==> src/rtl/fdc_stat_pkg.sv <==
package fdc_stat_pkg;
  typedef enum logic [1:0] {
    CLS_POS  = 2'd0,
    CLS_RD   = 2'd1,
    CLS_WR   = 2'd2,
    CLS_WRT  = 2'd3
  } cls_e;

  function automatic logic is_xfer(input cls_e c);
    return c != CLS_POS;
  endfunction

  function automatic logic is_write(input cls_e c);
    return c[1];
  endfunction
endpackage

==> src/rtl/fdc_svc_timer.sv <==
module fdc_svc_timer #(
  parameter int BYTE_CYC_MFM = 128
) (
  input  logic clk,
  input  logic rst_n,
  input  logic run_i,
  input  logic restart_i,
  input  logic mfm_i,
  input  logic half_clk_i,
  output logic expire_o
);
  localparam int MAXC = BYTE_CYC_MFM * 4;
  localparam int CW   = $clog2(MAXC + 1);

  logic [CW-1:0] cnt_q;
  logic [CW-1:0] lim;
  logic [1:0]    shf;

  always_comb begin
    shf = {1'b0, ~mfm_i} + {1'b0, half_clk_i};
    lim = CW'(BYTE_CYC_MFM) << shf;
  end

  assign expire_o = run_i && !restart_i && (cnt_q == lim - CW'(1));

  always_ff @(posedge clk or negedge rst_n) begin
    if (!rst_n)
      cnt_q <= '0;
    else if (restart_i || !run_i)
      cnt_q <= '0;
    else if (cnt_q != lim - CW'(1))
      cnt_q <= cnt_q + CW'(1);
  end
endmodule

==> src/rtl/fdc_hs_ctl.sv <==
module fdc_hs_ctl
  import fdc_stat_pkg::*;
(
  input  logic clk,
  input  logic rst_n,
  input  logic cmd_load_i,
  input  cls_e cmd_cls_i,
  input  logic ready_i,
  input  logic ev_byte_i,
  input  logic ev_done_i,
  input  logic data_acc_i,
  input  logic stat_rd_i,
  input  logic expire_i,
  output cls_e cls_o,
  output logic busy_o,
  output logic drq_o,
  output logic intrq_o,
  output logic lost_o,
  output logic go_o,
  output logic byte_ok_o
);
  logic accept;

  assign accept    = cmd_load_i && (!is_xfer(cmd_cls_i) || ready_i);
  assign byte_ok_o = ev_byte_i && busy_o && is_xfer(cls_o) && !cmd_load_i;

  always_ff @(posedge clk or negedge rst_n) begin
    if (!rst_n) begin
      cls_o   <= CLS_POS;
      busy_o  <= 1'b0;
      drq_o   <= 1'b0;
      intrq_o <= 1'b0;
      lost_o  <= 1'b0;
      go_o    <= 1'b0;
    end else if (cmd_load_i) begin
      cls_o   <= cmd_cls_i;
      busy_o  <= accept;
      go_o    <= accept;
      drq_o   <= 1'b0;
      lost_o  <= 1'b0;
      intrq_o <= !accept;
    end else begin
      go_o <= 1'b0;
      if (busy_o && ev_done_i) begin
        busy_o  <= 1'b0;
        intrq_o <= 1'b1;
        drq_o   <= 1'b0;
      end else begin
        if (stat_rd_i)
          intrq_o <= 1'b0;
        if (byte_ok_o)
          drq_o <= 1'b1;
        else if (data_acc_i)
          drq_o <= 1'b0;
      end
      if (expire_i && drq_o && !data_acc_i)
        lost_o <= 1'b1;
    end
  end
endmodule

==> src/rtl/fdc_err_flags.sv <==
module fdc_err_flags
  import fdc_stat_pkg::*;
(
  input  logic clk,
  input  logic rst_n,
  input  logic clr_i,
  input  logic busy_i,
  input  cls_e cls_i,
  input  logic ev_notfound_i,
  input  logic ev_crc_i,
  input  logic ev_deleted_i,
  input  logic ev_wprot_i,
  output logic notfound_o,
  output logic crc_o,
  output logic deleted_o,
  output logic wperr_o
);
  always_ff @(posedge clk or negedge rst_n) begin
    if (!rst_n) begin
      notfound_o <= 1'b0;
      crc_o      <= 1'b0;
      deleted_o  <= 1'b0;
      wperr_o    <= 1'b0;
    end else if (clr_i) begin
      notfound_o <= 1'b0;
      crc_o      <= 1'b0;
      deleted_o  <= 1'b0;
      wperr_o    <= 1'b0;
    end else if (busy_i) begin
      if (ev_notfound_i) notfound_o <= 1'b1;
      if (ev_crc_i)      crc_o      <= 1'b1;
      if (ev_deleted_i && cls_i == CLS_RD)   deleted_o <= 1'b1;
      if (ev_wprot_i && is_write(cls_i))     wperr_o   <= 1'b1;
    end
  end
endmodule

==> src/rtl/fdc_stat_mux.sv <==
module fdc_stat_mux
  import fdc_stat_pkg::*;
(
  input  cls_e       cls_i,
  input  logic       not_ready_i,
  input  logic       wprot_n_i,
  input  logic       trk0_n_i,
  input  logic       index_n_i,
  input  logic       head_on_i,
  input  logic       busy_i,
  input  logic       drq_i,
  input  logic       lost_i,
  input  logic       notfound_i,
  input  logic       crc_i,
  input  logic       deleted_i,
  input  logic       wperr_i,
  output logic [7:0] status_o
);
  always_comb begin
    status_o[7] = not_ready_i;
    status_o[4] = notfound_i;
    status_o[3] = crc_i;
    status_o[0] = busy_i;
    if (!is_xfer(cls_i)) begin
      status_o[6] = ~wprot_n_i;
      status_o[5] = head_on_i;
      status_o[2] = ~trk0_n_i;
      status_o[1] = ~index_n_i;
    end else begin
      status_o[6] = is_write(cls_i) ? wperr_i : 1'b0;
      status_o[5] = is_write(cls_i) ? 1'b0 : deleted_i;
      status_o[2] = lost_i;
      status_o[1] = drq_i;
    end
  end
endmodule

==> src/rtl/fdc_status_hs.sv <==
module fdc_status_hs
  import fdc_stat_pkg::*;
#(
  parameter int BYTE_CYC_MFM = 128
) (
  input  logic       clk,
  input  logic       rst_n,
  input  logic       drv_ready_i,
  input  logic       drv_wprot_n_i,
  input  logic       drv_trk0_n_i,
  input  logic       drv_index_n_i,
  input  logic       head_load_i,
  input  logic       head_settled_i,
  input  logic       mfm_i,
  input  logic       half_clk_i,
  input  logic       cmd_load_i,
  input  logic [1:0] cmd_cls_i,
  input  logic       ev_byte_i,
  input  logic       ev_done_i,
  input  logic       ev_notfound_i,
  input  logic       ev_crc_i,
  input  logic       ev_deleted_i,
  input  logic       ev_wprot_i,
  input  logic       host_data_acc_i,
  input  logic       host_stat_rd_i,
  output logic [7:0] status_o,
  output logic       drq_o,
  output logic       intrq_o,
  output logic       lost_data_o,
  output logic       cmd_go_o
);
  cls_e cls_q;
  logic busy, expire, byte_ok;
  logic nf, crc, del, wperr;

  fdc_hs_ctl u_ctl (
    .clk        (clk),
    .rst_n      (rst_n),
    .cmd_load_i (cmd_load_i),
    .cmd_cls_i  (cls_e'(cmd_cls_i)),
    .ready_i    (drv_ready_i),
    .ev_byte_i  (ev_byte_i),
    .ev_done_i  (ev_done_i),
    .data_acc_i (host_data_acc_i),
    .stat_rd_i  (host_stat_rd_i),
    .expire_i   (expire),
    .cls_o      (cls_q),
    .busy_o     (busy),
    .drq_o      (drq_o),
    .intrq_o    (intrq_o),
    .lost_o     (lost_data_o),
    .go_o       (cmd_go_o),
    .byte_ok_o  (byte_ok)
  );

  fdc_svc_timer #(.BYTE_CYC_MFM(BYTE_CYC_MFM)) u_tmr (
    .clk        (clk),
    .rst_n      (rst_n),
    .run_i      (drq_o),
    .restart_i  (byte_ok),
    .mfm_i      (mfm_i),
    .half_clk_i (half_clk_i),
    .expire_o   (expire)
  );

  fdc_err_flags u_flags (
    .clk           (clk),
    .rst_n         (rst_n),
    .clr_i         (cmd_load_i),
    .busy_i        (busy),
    .cls_i         (cls_q),
    .ev_notfound_i (ev_notfound_i),
    .ev_crc_i      (ev_crc_i),
    .ev_deleted_i  (ev_deleted_i),
    .ev_wprot_i    (ev_wprot_i),
    .notfound_o    (nf),
    .crc_o         (crc),
    .deleted_o     (del),
    .wperr_o       (wperr)
  );

  fdc_stat_mux u_mux (
    .cls_i       (cls_q),
    .not_ready_i (~drv_ready_i | ~rst_n),
    .wprot_n_i   (drv_wprot_n_i),
    .trk0_n_i    (drv_trk0_n_i),
    .index_n_i   (drv_index_n_i),
    .head_on_i   (head_load_i & head_settled_i),
    .busy_i      (busy),
    .drq_i       (drq_o),
    .lost_i      (lost_data_o),
    .notfound_i  (nf),
    .crc_i       (crc),
    .deleted_i   (del),
    .wperr_i     (wperr),
    .status_o    (status_o)
  );
endmodule

==> config.mk <==
export PLATFORM = sky130hd
export DESIGN_NAME = fdc_status_hs
export DESIGN_NICKNAME = d
export VERILOG_FILES = /design/src/rtl/fdc_stat_pkg.sv /design/src/rtl/fdc_svc_timer.sv /design/src/rtl/fdc_hs_ctl.sv /design/src/rtl/fdc_err_flags.sv /design/src/rtl/fdc_stat_mux.sv /design/src/rtl/fdc_status_hs.sv
export SDC_FILE = /design/constraint.sdc
export NUM_CORES = 1
export LEC_CHECK = 0
export ABC_AREA = 0
export CAP_MARGIN = 20
export CORE_MARGIN = 1
export CORE_UTILIZATION = 66
export DETAILED_ROUTE_END_ITERATION = 10
export DONT_BUFFER_PORTS = 1
export GPL_ROUTABILITY_DRIVEN = 1
export PLACE_DENSITY_LB_ADDON = 0.05
export RECOVER_POWER = 50
export SLEW_MARGIN = 40
export SYNTH_ARGS = -nofsm -noshare
export SYNTH_HDL_FRONTEND = slang
export SYNTH_HIERARCHICAL = 1
export SYNTH_SLANG_ARGS = --single-unit
==> constraint.sdc <==
create_clock -name clk -period 2.9 [get_ports clk]
set_input_delay 0.145 -clock clk [delete_from_list [all_inputs] [get_ports clk]]
set_output_delay 0.145 -clock clk [all_outputs]
set_load 0.02 [all_outputs]
==> impl_metrics.yaml <==
run_status:
  status: "finished, violations left"
  violations: "negative hold slack"
hold_path:
  min_path_type: "primary input to register"
  hp-start: "ev_notfound_i"
  min_delay_path_depth: 2
  worstHoldEndpoint: "u_flags/notfound_o"
floorplan:
  ioPinCount: 33
  initial_core_util: 0.746
  die_x_um: 44.4
  num_rows: 14
  core_area_um2: 1590
  die_y_um: 44.4
  die-area_um2: 1970
global_routing:
  grt_pass1_vias: 889
  antenna_found_initial: 0
  grt_overflow: 0
  grt_pass1_wl_um: 3880
  grt_max_degree: 22
  gr-usage-all-layers: 0.278
logic_synthesis:
  ys_warn_count: 6
  synth_top_area_frac: 0.442
  synthFlopType: "dfrtp_1"
  synth_top_family_by_area: "simple AND/OR/NAND/NOR gates"
  synth.most_common_cell: "dfrtp_1"
  synth_top_area_cell: "dfrtp_1"
  synthMuxAreaShare: 0.0432
  syn_avg_cell_area_um2: 10.2
  synth_cells: 116
  synth_cell_types: 46
  synth_compound_area_frac: 0.173
  ys_ff_latch: 21
  synthTopCellsByArea: "dfrtp_1 (44%), buf_4 (3.2%), ha_1 (3.2%), mux2_4 (2.5%), xnor2_1 (2.2%)"
  ys_seq_area_frac: 0.442
  synth_edf_count: 0
  synth_area_um2: 1190
  synth_xor_area_frac: 0.0368
  synthAdderAreaFrac: 0.0316
  synth-async-reset-ratio: 1.00
  ys_top_cells_by_count: "dfrtp_1 (21), nor2_1 (6)"
  synth_nets: 140
  post_synth_and_or_nand_nor_area_fraction: 0.214
critical_path:
  critPathRequiredTime_ps: 3140
  reg2reg_slack_ps: 810
  cp-end-kind: "register"
  r2r_start: "u_ctl/busy_o"
  cp-start-kind: "register"
  worst_r2r_endpoint: "u_ctl/lost_o"
  path_class: "register to register"
  reg2reg_depth: 8
  arrival_ps: 2330
  crit_path_max_fanout: 8
clocking:
  postCtsResizedCells: 0
  cts.path.max_buffers: 2
  cts_tree: "done"
  clk_pin_slew_ps: 110
  cts-buffers-inserted: 3
  h-tree-depth: 1
  insertion_delay_ps: 300
  clock-sinks: 21
  clock-root-buffer: "clkbuf_4"
power:
  switchingPower_uw: 145
  power_frac_seq: 0.614
  leakagePower_uw: 0.000544
  powerDensity_nw_per_um2: 421
  p_int_uw: 385
  switching_share: 0.274
  combPwrFrac: 0.118
  power_frac_clock: 0.268
  ir_drop_v: 0.000428
timing:
  finalHoldViolCount: 1
  tns_ps: 0
  setup_viol: 0
  max_freq_mhz: 479
  fin_crit_sh: 0.720
  min_period_ps: 2090
  tightestPinTransition_ps: 1090
  slew-limit-headroom: 0.272
  worst_hold_slack_ps: -0.228
  clock_skew_ps: 1.37
  layout_setup_ws_ps: 812
  rsz0062_at_grt: "false"
  report.final.slew_viol_count: 0
routing:
  dr.pass1.iters: 4
  routed_wl_um: 2460
  vias: 919
  ant_nets: 0
  wire_per_inst_um: 16.9
  post_drt_via_cell_ratio: 6.34
  drc: 0
  drt_iter0_markers: 27
layout:
  fillers: 113
  antennaDiodeCount: 0
  multiInputGateArea_um2: 592
  area_growth_pct: 6.00
  regArea_um2: 526
  fin_nets: 146
  layout-drive-gt1-share: 0.140
place:
  dp_slack_ps: 857
  place.gp.congestion: 0.799
  hpwl_um: 1730
  io_buffers: 0
flow_run:
  maxCapViolations: 0
logic make-up after synthesis:
kind of cell,Yosys count
mux,4
compound gates,30
simple gates,41
fa+ha+maj,3
flops,21
xor+xnor,5
buf+inv,12
power groups by stage:
stage	logic, uW	registers [uW]	clock network, uW
CTS	62.0	325	143
global placement	45.9	330	0
global route	69.3	327	151
floorplan	55.1	323	0
detailed placement	47.9	331	0
finish	62.7	325	142
cell type report:
| class | count | area share |
|---|---|---|
| multi-input cells | 83 | 0.470 |
| flip-flops and latches | 21 | 0.417 |
| repair buffers | 7 | 0.0506 |
| well taps | 24 | 0.0238 |
| clock buffers | 4 | 0.0209 |
| inverters | 6 | 0.0179 |
layer usage:
layer / vias to the layer above / GRT usage / wire, um
met5: - / 0 / 0
met4: 0 / 0.127 / 40
met3: 5 / 0.0449 / 153
met2: 41 / 0.474 / 1220
met1: 449 / 0.346 / 1040
li1: 424 / - / -
state kept, by name, indices dropped and copies added (netlist names):
| signal | cells |
|---|---|
| u_ctl/lost_o | 1 |
| u_flags/crc_o | 1 |
| u_ctl/busy_o | 1 |
| u_ctl/intrq_o | 1 |
| u_ctl/drq_o | 1 |
| u_ctl/cls_o | 2 |
| u_flags/deleted_o | 1 |
| u_ctl/go_o | 1 |
| u_flags/wperr_o | 1 |
| u_flags/notfound_o | 1 |
| u_tmr/cnt_q | 10 |
metrics by stage:
| step | cells | total power, uW | instance area [um^2] | util |
|---|---|---|---|---|
| after floorplan | 116 | 378 | 1190 | - |
| after global placement | 134 | 376 | 1170 | 0.734 |
| after detailed placement | 134 | 379 | 1170 | 0.734 |
| after CTS | 144 | 530 | 1260 | 0.788 |
| after global routing | 145 | 547 | 1260 | 0.790 |
| final | 145 | 530 | 1260 | 0.790 |
how the worst max path moves through the flow:
stage | startpoint | slack [ps] | to | cells after the start
finish | u_ctl/busy_o | 810 | u_ctl/lost_o | 8
global route | u_ctl/busy_o | 650 | u_ctl/lost_o | 8
CTS | u_ctl/busy_o | 820 | u_ctl/lost_o | 8
detailed placement | u_ctl/busy_o | 860 | u_ctl/lost_o | 8
global placement | u_ctl/busy_o | 970 | u_ctl/lost_o | 8
floorplan | u_ctl/cls_o[1] | 1110 | u_tmr/cnt_q[9] | 6
repair_timing:
item	4_1_cts	5_1_grt
buffers inserted	0	0
hold endpoints to repair	31	21
hold buffers	6	1
critical path: stages (launching register included):
cell and delay [ps]:
dfrtp_1 550, o211ai_1 230, nor2_1 90, nand2b_2 280, nor3_4 320, nand3_2 180, inv_2 130, nand3b_1 80
a21oi_1 150
cell usage in the layout, fill, tap and decap left out, types with 2 or more instances in the layout:
cell	netlist	routed
clkbuf_4	0	3
ha_1	3	3
a21oi_1	5	5
nand3_1	5	5
nand3b_1	2	2
o21ai_1	5	5
nand2b_1	3	3
dlygate4sd3_1	0	6
nor2_1	6	6
and3_1	3	3
mux2_4	2	2
nand2_1	5	5
a31oi_1	4	4
clkbuf_1	0	2
nand4_1	3	3
nor2b_1	2	2
xnor2_1	3	3
inv_1	5	5
dfrtp_1	21	21
xor2_1	2	2
o21ai_0	5	5
Power figures use the tool's default switching activity.
